File: src/rtl/mesh_fu_pkg.sv
package mesh_fu_pkg;
  localparam int DATA_W = 16;
  localparam int SHAMT_W = $clog2(DATA_W);
  localparam int DLY_W = 2;
  localparam int DEPTH = 1 << DLY_W;

  typedef struct packed {
    logic [1:0]         outSel;
    logic [DLY_W-1:0]   dly;
    logic [3:0]         table4;
    logic [1:0]         shKind;
    logic [SHAMT_W-1:0] shAmt;
  } cfg_t;

  localparam int CFG_W = $bits(cfg_t);

  typedef struct packed {
    cfg_t cfg;
    logic tapValid;
  } ctl_t;

  typedef struct packed {
    logic [DATA_W-1:0] word;
    logic              z;
    logic              n;
    logic              c;
  } res_t;
endpackage

File: src/rtl/mesh_fu_ctrl.sv
module mesh_fu_ctrl
  import mesh_fu_pkg::*;
(
  input  logic             clk,
  input  logic             rstN,
  input  logic             cfgWrEn,
  input  logic [CFG_W-1:0] cfgWrData,
  input  logic             inValid,
  output ctl_t             ctl
);
  cfg_t cfgQ;
  logic [DEPTH-1:0] vldLine;

  always_ff @(posedge clk or negedge rstN) begin
    if (!rstN) cfgQ <= '0;
    else if (cfgWrEn) cfgQ <= cfg_t'(cfgWrData);
  end

  always_ff @(posedge clk or negedge rstN) begin
    if (!rstN) vldLine[0] <= 1'b0;
    else vldLine[0] <= inValid;
  end

  for (genvar gi = 1; gi < DEPTH; gi++) begin : gVld
    always_ff @(posedge clk or negedge rstN) begin
      if (!rstN) vldLine[gi] <= 1'b0;
      else vldLine[gi] <= vldLine[gi-1];
    end
  end

  always_comb begin
    ctl.cfg = cfgQ;
    ctl.tapValid = vldLine[cfgQ.dly];
  end
endmodule

File: src/rtl/mesh_fu_datapath.sv
module mesh_fu_datapath
  import mesh_fu_pkg::*;
(
  input  logic              clk,
  input  logic              rstN,
  input  ctl_t              ctl,
  input  logic [DATA_W-1:0] leftIn,
  input  logic [DATA_W-1:0] rightIn,
  output logic [DATA_W-1:0] outData,
  output logic              flagZero,
  output logic              flagNeg,
  output logic              flagCarry
);
  logic [DATA_W-1:0]   shifted;
  logic [2*DATA_W-1:0] rotTmp;
  logic [DATA_W-1:0]   tableRes;
  logic [DATA_W:0]     sum;
  res_t                nextRes;
  res_t                pipe [DEPTH];
  res_t                tap;

  always_comb begin
    rotTmp = {leftIn, leftIn} << ctl.cfg.shAmt;
    unique case (ctl.cfg.shKind)
      2'd0: shifted = leftIn << ctl.cfg.shAmt;
      2'd1: shifted = leftIn >> ctl.cfg.shAmt;
      2'd2: shifted = DATA_W'($signed(leftIn) >>> ctl.cfg.shAmt);
      default: shifted = rotTmp[2*DATA_W-1:DATA_W];
    endcase
  end

  for (genvar gb = 0; gb < DATA_W; gb++) begin : gTable
    assign tableRes[gb] = ctl.cfg.table4[{shifted[gb], rightIn[gb]}];
  end

  always_comb begin
    sum = {1'b0, leftIn} + {1'b0, rightIn};
    nextRes.z = (sum[DATA_W-1:0] == '0);
    nextRes.n = sum[DATA_W-1];
    nextRes.c = sum[DATA_W];
    unique case (ctl.cfg.outSel)
      2'd0: nextRes.word = tableRes;
      2'd1: nextRes.word = sum[DATA_W-1:0];
      2'd2: nextRes.word = shifted;
      default: nextRes.word = sum[DATA_W] ? tableRes : '0;
    endcase
  end

  always_ff @(posedge clk or negedge rstN) begin
    if (!rstN) pipe[0] <= '0;
    else pipe[0] <= nextRes;
  end

  for (genvar gs = 1; gs < DEPTH; gs++) begin : gDelay
    always_ff @(posedge clk or negedge rstN) begin
      if (!rstN) pipe[gs] <= '0;
      else pipe[gs] <= pipe[gs-1];
    end
  end

  always_comb begin
    tap = pipe[ctl.cfg.dly];
    outData   = ctl.tapValid ? tap.word : '0;
    flagZero  = ctl.tapValid & tap.z;
    flagNeg   = ctl.tapValid & tap.n;
    flagCarry = ctl.tapValid & tap.c;
  end
endmodule

File: src/rtl/mesh_fu_cell.sv
module mesh_fu_cell
  import mesh_fu_pkg::*;
(
  input  logic              clk,
  input  logic              rstN,
  input  logic              cfgWrEn,
  input  logic [CFG_W-1:0]  cfgWrData,
  input  logic              inValid,
  input  logic [DATA_W-1:0] leftIn,
  input  logic [DATA_W-1:0] rightIn,
  output logic              outValid,
  output logic [DATA_W-1:0] outData,
  output logic              flagZero,
  output logic              flagNeg,
  output logic              flagCarry
);
  ctl_t ctlBus;

  mesh_fu_ctrl uCtrl (
    .clk(clk), .rstN(rstN), .cfgWrEn(cfgWrEn), .cfgWrData(cfgWrData),
    .inValid(inValid), .ctl(ctlBus)
  );

  mesh_fu_datapath uDp (
    .clk(clk), .rstN(rstN), .ctl(ctlBus), .leftIn(leftIn), .rightIn(rightIn),
    .outData(outData), .flagZero(flagZero), .flagNeg(flagNeg), .flagCarry(flagCarry)
  );

  assign outValid = ctlBus.tapValid;
endmodule

File: config.mk
export PLATFORM = sky130hd
export DESIGN_NAME = mesh_fu_cell
export DESIGN_NICKNAME = d
export VERILOG_FILES = /design/src/rtl/mesh_fu_pkg.sv /design/src/rtl/mesh_fu_ctrl.sv /design/src/rtl/mesh_fu_datapath.sv /design/src/rtl/mesh_fu_cell.sv
export SDC_FILE = /design/constraint.sdc
export NUM_CORES = 1
export LEC_CHECK = 0
export CAP_MARGIN = 25
export CORE_AREA = 8 8 101 149
export DETAILED_ROUTE_END_ITERATION = 6
export DIE_AREA = 0 0 109 157
export GPL_ROUTABILITY_DRIVEN = 0
export PLACE_DENSITY = 0.73
export RECOVER_POWER = 50
export SETUP_SLACK_MARGIN = 0.2
export SYNTH_ARGS = -nofsm -noshare
export SYNTH_HDL_FRONTEND = slang
export SYNTH_HIERARCHICAL = 1
export SYNTH_SLANG_ARGS = --single-unit
File: constraint.sdc
create_clock -name clk -period 3.5 [get_ports clk]
set_input_delay 0.525 -clock clk [delete_from_list [all_inputs] [get_ports clk]]
set_output_delay 0.525 -clock clk [all_outputs]
set_load 0.05 [all_outputs]
==> flow_metrics.py, run 1 <==
metrics = {
    "final_layout": {
        "multi_input_area_um2": 4370,
        "final_nets": 793,
        "final_layout_size_suffix_gt1_frac": 0.278,
        "layout.area.seq_um2": 2360,
        "areaGrowthSynthToFinish_pct": 21.5,
        "fin_cells": 890,
        "fillers": 995,
        "n_antenna_cell": 0,
    },
    "sta": {
        "worst_slew_pin_slew_ns": 2.39,
        "finalHoldViolCount": 0,
        "max_freq_mhz": 313,
        "finClkSkew_ns": 0.00800,
        "rsz0062_at_grt": "no",
        "worst_slack_ns": 0.309,
        "tns_ns": 0,
        "max_slew_margin": -0.596,
        "fin_crit_sh": 0.912,
        "setup_viol": 0,
        "maxSlewViolCount": 49,
        "final.min_clock_period_ns": 3.19,
    },
    "logic_synthesis": {
        "synth_seq_cells": 94,
        "synthCells": 632,
        "synth_cell_types": 70,
        "yosysTopAreaCell": "dfrtp_1",
        "synth-main-ff-cell": "dfrtp_1",
        "synth_top_area_frac": 0.338,
        "syn_avg_cell_area_um2": 11.0,
        "async_flop_share": 1.00,
        "synth_area_leaders": "dfrtp_1 (34%), mux4_2 (18%), mux2i_1 (9.2%), mux2_2 (3.4%), ha_1 (2.9%)",
        "syn_nets": 699,
        "synth_edf_count": 0,
        "synth-seq-area-share": 0.338,
        "synth_common_cells": "dfrtp_1 (94), mux2i_1 (64), mux4_2 (57)",
        "ys_warn_count": 6,
        "yosysMostFrequentCell": "dfrtp_1",
        "syn_area_um2": 6950,
    },
    "die": {
        "dieArea_um2": 17100,
        "start_util": 0.542,
        "io_pins": 70,
        "die_x_um": 109,
        "rows": 51,
        "die-height_um": 157,
        "core-area_um2": 12800,
    },
    "power": {
        "leakage_uw": 0.00358,
        "ir_worst_vdd_mv": 0.284,
        "power_density_nw_per_um2": 493,
    },
    "place": {
        "hpwlAfterDp_mm": 15.8,
        "io_buffers": 69,
        "pre_cts_slack_ns": -0.323,
        "place_inst": 871,
    },
    "critical_path": {
        "cp_max_fo": 2,
        "end_kind": "register",
        "crit_type": "input pin to register",
        "crit_required_ns": 3.73,
        "crit_path_start_kind": "input pin",
        "cp_data_arrival_time_ns": 3.43,
    },
    "clock_network": {
        "holdBufCountCts": 0,
        "cts_max_level": 3,
        "numCtsBuffers": 9,
        "cts_sinks": 94,
        "insertion_delay_ns": 0.34,
        "cts_max_path_buffers": 2,
        "clk_pin_slew_ns": 0.06,
        "cts_tree": "built",
        "cts-root-buf": "clkbuf_16",
    },
    "grt": {
        "grtUsageTotal": 0.253,
        "gr-total-overflow": 0,
        "grt_pass1_wl_mm": 33.6,
        "grt_max_degree": 49,
        "antenna_found_initial": 0,
        "grt_pass1_vias": 6299,
    },
    "detailed_routing": {
        "wl_per_cell_um": 23.5,
        "routed-via-count": 6008,
        "postRouteAntennaNets": 0,
        "drt-vias-per-instance": 6.75,
        "drc": 0,
        "drtPass1Iterations": 5,
        "drt_iter0_markers": 485,
        "drt_wl_total_mm": 20.9,
    },
    "status": {
        "failed_checks": "max-capacitance violations, max-slew violations",
        "status": "finished, violations left",
    },
    "run": {
        "cap_violations": 1,
    },
    "hold_path": {
        "hold_class": "register to register",
    },
}
## layout make-up
class | instances | share of cell area
Multi-Input combinational cell | 472 | 0.517
Sequential cell | 94 | 0.279
Inverter | 14 | 0.00622
Clock inverter | 6 | 0.00726
Clock buffer | 10 | 0.0283
Tap cell | 159 | 0.0235
Timing Repair Buffer | 135 | 0.139
## flip-flops by register name, indices dropped and copies added (netlist names)
register and cells:
uCtrl/ctl 14, uCtrl/vldLine 4, uDp/pipe 76
## what timing repair did
| action | 4_1_cts | 5_1_grt |
|---|---|---|
| pin swaps | 8 | 4 |
| setup buffers | 3 | 0 |
| gates resized for setup | 25 | 6 |
| hold endpoints to repair | 0 | 0 |
| endpoints found under the setup margin | 1 | 5 |
| gates cloned | 0 | 0 |
## metrics by stage
step | area, µm² | hold WS (ns) | total power (µW) | utilization
after CTS | 8420 | 0.197 | 4150 | 0.657
final | 8450 | 0.370 | 4160 | 0.659
after global placement | 8050 | 0.354 | 3110 | 0.628
after global routing | 8450 | 0.372 | 4360 | 0.659
after detailed placement | 8050 | 0.357 | 3160 | 0.628
after floorplan | 6950 | 0.229 | 2580 | -
## placed cells by master, fill, tap and decap left out, types with 9 or more instances in the layout
master / count
inv_1: 11
o21a_1: 11
o22ai_1: 10
o21ai_0: 35
xnor2_1: 9
nand3_1: 11
buf_4: 82
nor2_1: 25
dfrtp_1: 92
mux2_2: 21
a21oi_1: 38
clkbuf_16: 9
mux4_2: 57
mux2i_1: 64
nand2_1: 35
clkdlybuf4s50_1: 44
and2_1: 22
ha_1: 14
## path summary, 6_finish.rpt
| kind | end | from | slack [ns] | cells after the start |
|---|---|---|---|---|
| setup / recovery | uDp/pipe[59] | leftIn[1] | 0.31 | 10 |
| hold / removal | uDp/pipe[2] | uDp/pipe[21] | 0.37 | 0 |
| setup reg to reg | uDp/pipe[61] | uCtrl/ctl[2] | 0.35 | 10 |
| hold reg to reg | uDp/pipe[2] | uDp/pipe[21] | 0.37 | 0 |
| max in group asynchronous | uDp/pipe[73] | rstN | 1.20 | 2 |
| min in group asynchronous | uCtrl/vldLine[3] | rstN | 0.92 | 1 |
## per-layer routing
layer,global-route usage,up-vias,part of all wire
li1,-,2621,-
met3,0.0372,96,0.064
met1,0.287,2962,0.37
met2,0.432,329,0.51
met4,0.162,0,0.061
met5,0,-,0
## critical path: stages
cell	delay (ns)
dlygate4sd2_1	0.26
buf_6	0.12
ha_1	0.28
a21o_1	0.19
a21oi_2	0.21
xnor2_2	0.09
or4_4	0.51
or4_4	0.54
or4_4	0.45
nor4b_4	0.24
## power breakdown
group | leakage [µW] | total, µW | switching [µW] | internal [µW]
Combinational | 0.00231 | 1720 | 926 | 793
Sequential | 0.00112 | 1480 | 172 | 1310
Clock | 0.000148 | 963 | 393 | 570
## cells by family (layout without fill, tap and decap cells)
group / after synthesis / in the layout / synth area share
flip-flops: 94 / 94 / 0.338
AND/OR/NAND/NOR: 135 / 135 / 0.100
AO/OA/AOI/OAI: 165 / 165 / 0.156
XOR/XNOR: 12 / 12 / 0.0151
buffers and inverters: 66 / 165 / 0.0444
multiplexers: 143 / 143 / 0.315
adder cells (fa/ha/maj): 17 / 17 / 0.0317
Note: power is estimated with default switching activity, not from simulation.
==> run 2: changes to the inputs <==
--- a/config.mk
+++ b/config.mk
@@ -6,13 +6,14 @@
 export NUM_CORES = 1
 export LEC_CHECK = 0
 export CAP_MARGIN = 25
-export CORE_AREA = 8 8 101 149
+export CELL_PAD_IN_SITES_DETAIL_PLACEMENT = 1
+export CELL_PAD_IN_SITES_GLOBAL_PLACEMENT = 1
+export CORE_AREA = 8 8 109 160
 export DETAILED_ROUTE_END_ITERATION = 6
-export DIE_AREA = 0 0 109 157
+export DIE_AREA = 0 0 117 168
 export GPL_ROUTABILITY_DRIVEN = 0
-export PLACE_DENSITY = 0.73
+export PLACE_DENSITY = 0.78
 export RECOVER_POWER = 50
-export SETUP_SLACK_MARGIN = 0.2
 export SYNTH_ARGS = -nofsm -noshare
 export SYNTH_HDL_FRONTEND = slang
 export SYNTH_HIERARCHICAL = 1
==> run 2 against run 1 <==
The flow still finishes with violations (max-capacitance violations, max-slew violations). Maximum frequency shrank 5.8%. Via count up 3.1%. Flip-flop and latch count unchanged. Total power up 3.9%. Core utilization shrank 8.6 points. Final cell count is 5.8% higher. Wire length up 22%. Register-to-register slack lost 0.17 ns. Cell area is 1.6% higher. Non-clock buffer count grew 12. Clock power rose by 6%. Critical endpoint unchanged. Highest routed layer unchanged.
==> flow_metrics.py, run 2 (synthesized netlist as in run 1, its figures left out) <==
metrics = {
    "status": {
        "status": "finished, violations left",
        "failed_checks": "max-capacitance violations, max-slew violations",
    },
    "final_layout": {
        "finalInstanceArea_um2": 8590,
        "fillers": 1643,
        "regMostFlops": "uDp/pipe",
        "final_layout_size_suffix_gt1_frac": 0.281,
        "layout_common_cells": "buf_4 (93), dfrtp_1 (92), mux2i_1 (63), mux4_2 (57), clkdlybuf4s50_1 (46)",
        "final_nets": 805,
        "n_antenna_cell": 0,
        "mostFrequentLayoutCell": "buf_4",
        "largest_register_ffs": 76,
        "utilization": 0.572,
        "fin_cells": 942,
        "layout.area.seq_um2": 2350,
        "multi_input_area_um2": 4330,
        "areaGrowthSynthToFinish_pct": 23.5,
    },
    "grt": {
        "grtUsageTotal": 0.266,
        "grt_pass1_vias": 6912,
        "grt_pass1_wl_mm": 39.4,
        "antenna_found_initial": 0,
        "grt_max_degree": 63,
        "gr-total-overflow": 0,
    },
    "clock_network": {
        "insertion_delay_ns": 0.35,
        "post_cts_buffers": 0,
        "cts-root-buf": "clkbuf_16",
        "cts_max_level": 3,
        "numCtsBuffers": 9,
        "clk_pin_slew_ns": 0.07,
        "cts_sinks": 94,
        "holdBufCountCts": 0,
        "cts_tree": "built",
        "cts_max_path_buffers": 2,
    },
    "critical_path": {
        "reg2reg_slack_ns": 0.18,
        "rr_startpoint": "uCtrl/ctl[2]",
        "crit_type": "input pin to register",
        "end_kind": "register",
        "r2r-end": "uDp/pipe[71]",
        "cp-endpoint": "uDp/pipe[59]",
        "crit_required_ns": 3.75,
        "crit_path_start_kind": "input pin",
        "r2r_cells": 8,
        "worstSetupStartpoint": "leftIn[1]",
        "cp_max_fo": 12,
        "cp_data_arrival_time_ns": 3.64,
    },
    "sta": {
        "worst_slew_pin_slew_ns": 1.84,
        "max_freq_mhz": 295,
        "final.min_clock_period_ns": 3.39,
        "max_slew_margin": -0.229,
        "finalHoldViolCount": 0,
        "fin_crit_sh": 0.968,
        "maxSlewViolCount": 33,
        "rsz0062_at_grt": "no",
        "setup_viol": 0,
        "finClkSkew_ns": 0.0102,
        "tns_ns": 0,
        "hold_slack_ns": 0.376,
    },
    "die": {
        "io_pins": 70,
        "core-area_um2": 15000,
        "dieArea_um2": 19700,
        "rows": 55,
        "die-height_um": 168,
        "start_util": 0.464,
        "die_x_um": 117,
    },
    "detailed_routing": {
        "routed-via-count": 6193,
        "drt_iter0_markers": 451,
        "drt_wl_total_mm": 25.4,
        "drc": 0,
        "wl_per_cell_um": 26.9,
        "drtPass1Iterations": 5,
        "postRouteAntennaNets": 0,
        "drt-vias-per-instance": 6.57,
    },
    "run": {
        "cap_violations": 1,
    },
    "place": {
        "post_dp_cell_area_um2": 8230,
        "hpwlAfterDp_mm": 19.1,
        "place_inst": 926,
        "io_buffers": 69,
    },
    "power": {
        "power_density_nw_per_um2": 504,
        "ir_worst_vdd_mv": 0.312,
        "internal-power_uw": 2690,
        "clkPwrFrac": 0.236,
        "leakage_uw": 0.00363,
        "power.switching_uw": 1640,
        "swShare": 0.378,
        "power_frac_comb": 0.416,
        "pwr-share-seq": 0.348,
    },
    "hold_path": {
        "hold_class": "register to register",
    },
}
run 2: changes by cell type in the layout (fill, tap and decap cells not counted), moves of 3 or more:
cell / change
or4_4: -3
or4_1: +3
inv_8: +3
buf_4: +11
clkinv_2: -3
run 2: worst min path at each step:
stage,cells after the start,start,endpoint
6_report,0,uDp/pipe[33],uDp/pipe[14]
5_1_grt,0,uDp/pipe[33],uDp/pipe[14]
3_3_place_gp,0,uDp/pipe[38],uDp/pipe[19]
3_5_place_dp,0,uDp/pipe[53],uDp/pipe[34]
4_1_cts,1,rstN,uDp/pipe[37]
2_1_floorplan,0,rstN,uCtrl/ctl[10]
run 2: power by group through the flow:
stage          sequential (µW)  combinational, µW  clock (µW)
6_report                  1510               1800        1020
5_1_grt                   1530               1890        1070
4_1_cts                   1510               1770        1040
3_5_place_dp              1510               1740           0
3_3_place_gp              1490               1670           0
2_1_floorplan             1400               1180           0
run 2: worst max-delay path, cell delays in order:
cell and delay, ns:
clkdlybuf4s50_1 0.49, buf_4 0.19, ha_1 0.25, a21o_1 0.22, a21oi_2 0.21, o31ai_1 0.13
a221o_1 0.43, a211oi_2 0.30, nor2_1 0.07, or4_1 0.53, nor4b_2 0.28
run 2: timing repair:
action	in CTS	in global routing
setup endpoints to repair	0	15
gates resized for setup	0	11
hold endpoints to repair	0	0
run 2: routing by layer:
layer,vias to the layer above,track usage,share of wire
met5,-,0,0
met4,0,0.176,0.065
met3,90,0.0326,0.040
met2,267,0.482,0.54
met1,3188,0.278,0.35
li1,2648,-,-
run 2: cell type report:
| type | instances | share of cell area |
|---|---|---|
| Multi-Input combinational cell | 472 | 0.505 |
| Sequential cell | 94 | 0.274 |
| Timing Repair Buffer | 147 | 0.150 |
| Tap cell | 199 | 0.0290 |
| Clock buffer | 9 | 0.0262 |
| Clock inverter | 7 | 0.0102 |
| Inverter | 14 | 0.00612 |
run 2: per-stage QoR:
stage | total power [µW] | worst slack, ns
after detailed placement | 3260 | -0.298
after global placement | 3160 | -0.272
final | 4330 | 0.114
after floorplan | 2580 | 0.236
after CTS | 4310 | 0.00397
after global routing | 4500 | 0.0145
==> run 3: changes to the inputs <==
--- a/config.mk
+++ b/config.mk
@@ -14,6 +14,7 @@
 export GPL_ROUTABILITY_DRIVEN = 0
 export PLACE_DENSITY = 0.78
 export RECOVER_POWER = 50
+export SKIP_CTS_REPAIR_TIMING = 1
 export SYNTH_ARGS = -nofsm -noshare
 export SYNTH_HDL_FRONTEND = slang
 export SYNTH_HIERARCHICAL = 1
==> constraint.sdc (replaced) <==
create_clock -name clk -period 3.5 [get_ports clk]
set_input_delay 0.525 -clock clk [delete_from_list [all_inputs] [get_ports clk]]
set_output_delay 0.525 -clock clk [all_outputs]
set_load 0.02 [all_outputs]
==> run 3 against run 2 <==
The flow still finishes with violations (max-capacitance violations, max-slew violations). Sequential share of layout area grew 0.12 points. Highest routed layer unchanged. Largest power group unchanged. Sequential power is essentially flat. Critical endpoint is now uDp/pipe[75]. Die area is the same. Global-route usage is essentially flat. Critical path type unchanged.
==> flow_metrics.py, run 3 (synthesized netlist as in run 1, its figures left out) <==
metrics = {
    "clock_network": {
        "cts_max_level": 3,
        "clk_pin_slew_ns": 0.07,
        "numCtsBuffers": 9,
        "cts_tree": "built",
        "cts_max_path_buffers": 2,
        "insertion_delay_ns": 0.35,
        "cts-root-buf": "clkbuf_16",
        "cts_sinks": 94,
    },
    "final_layout": {
        "regMostFlops": "uDp/pipe",
        "final_layout_size_suffix_gt1_frac": 0.246,
        "layout_common_cells": "dfrtp_1 (92), buf_4 (72), clkdlybuf4s50_1 (67), mux2i_1 (64), mux4_2 (57)",
        "n_antenna_cell": 0,
        "mostFrequentLayoutCell": "dfrtp_1",
        "largest_register_ffs": 76,
        "final_nets": 803,
        "fin_cells": 940,
        "areaGrowthSynthToFinish_pct": 23.1,
        "utilization": 0.570,
    },
    "place": {
        "place_inst": 924,
        "pre_cts_slack_ns": -0.341,
        "hpwlAfterDp_mm": 19.0,
        "io_buffers": 69,
    },
    "die": {
        "die-height_um": 168,
        "start_util": 0.464,
        "io_pins": 70,
        "dieArea_um2": 19700,
        "die_x_um": 117,
        "rows": 55,
        "core-area_um2": 15000,
    },
    "sta": {
        "setup_viol": 0,
        "rsz0062_at_grt": "yes",
        "worst_slack_ns": 0.0668,
        "finClkSkew_ns": 0.00893,
        "fin_crit_sh": 0.981,
        "max_slew_margin": -0.108,
        "final.min_clock_period_ns": 3.43,
        "maxSlewViolCount": 71,
        "finalHoldViolCount": 0,
        "hold_slack_ns": 0.375,
        "worst_slew_pin_slew_ns": 1.66,
        "max_freq_mhz": 291,
    },
    "status": {
        "status": "finished, violations left",
        "failed_checks": "max-capacitance violations, max-slew violations",
    },
    "grt": {
        "grt_pass1_wl_mm": 39.3,
        "grt_pass1_vias": 6735,
        "grt_max_degree": 71,
        "antenna_found_initial": 0,
        "grtUsageTotal": 0.266,
        "gr-total-overflow": 0,
    },
    "detailed_routing": {
        "routed-via-count": 6195,
        "drt_iter0_markers": 431,
        "drc": 0,
        "drtPass1Iterations": 5,
        "drt_wl_total_mm": 25.4,
        "drt-vias-per-instance": 6.59,
        "postRouteAntennaNets": 0,
        "wl_per_cell_um": 27.0,
    },
    "critical_path": {
        "crit_type": "input pin to register",
        "cp_max_fo": 9,
        "cp_data_arrival_time_ns": 3.67,
        "crit_path_start_kind": "input pin",
        "reg2reg_slack_ns": 0.10,
        "end_kind": "register",
        "crit_required_ns": 3.73,
    },
    "run": {
        "cap_violations": 1,
    },
    "power": {
        "ir_worst_vdd_mv": 0.273,
        "power_density_nw_per_um2": 491,
        "leakage_uw": 0.00356,
    },
    "hold_path": {
        "hold_class": "register to register",
    },
}
==> run 3: cell count changes in the layout (fill, tap and decap cells not counted), sizes merged <==
cell / change
dlymetal6s2s: -2
clkbuf: +2
clkinvlp: -2
buf: -22
clkdlybuf4s50: +21
clkinv: +1
==> run 3: final cells by class <==
| type | instances | area (µm²) |
|---|---|---|
| Clock inverter | 6 | 72.6 |
| Fill cell | 1649 | 6440 |
| Inverter | 14 | 52.6 |
| Clock buffer | 10 | 239 |
| Multi-Input combinational cell | 472 | 4300 |
| Tap cell | 199 | 249 |
| Timing Repair Buffer | 145 | 1290 |
| Sequential cell | 94 | 2360 |
==> run 3: power by group <==
part / internal, µW / switching (µW)
clock network: 585 / 436
logic: 818 / 855
registers: 1310 / 196
total: 2710 / 1490
==> run 3: metrics by stage <==
step	cell area [µm²]	TNS, ns	total power, µW
4_1_cts	8580	0	4210
2_1_floorplan	6950	0	2460
3_3_place_gp	8240	-0.292	3050
6_report	8560	0	4200
5_1_grt	8560	-0.0431	4380
3_5_place_dp	8270	-0.936	3140
==> run 3: critical path, stage by stage <==
cell and delay, ns:
clkdlybuf4s50_1 0.48, buf_4 0.21, mux4_2 0.51, mux2i_1 0.49
nand2_1 0.15, a32oi_1 0.37, mux4_2 0.40, nand4_1 0.12
o311ai_0 0.19, a21o_1 0.22
==> run 3: worst paths after layout <==
path,start,end,depth (start not counted)
setup / recovery,leftIn[6],uDp/pipe[75],10
hold / removal,uDp/pipe[26],uDp/pipe[7],0
setup reg to reg,uCtrl/ctl[3],uDp/pipe[75],9
hold reg to reg,uDp/pipe[26],uDp/pipe[7],0
max in group asynchronous,rstN,uDp/pipe[65],2
min in group asynchronous,rstN,uCtrl/ctl[13],1
==> run 3: metal layers <==
metal,vias up,track usage,routed length [µm]
met3,95,0.0330,1090
met5,-,0,0
li1,2652,-,-
met2,271,0.472,13600
met1,3177,0.282,8910
met4,0,0.186,1780
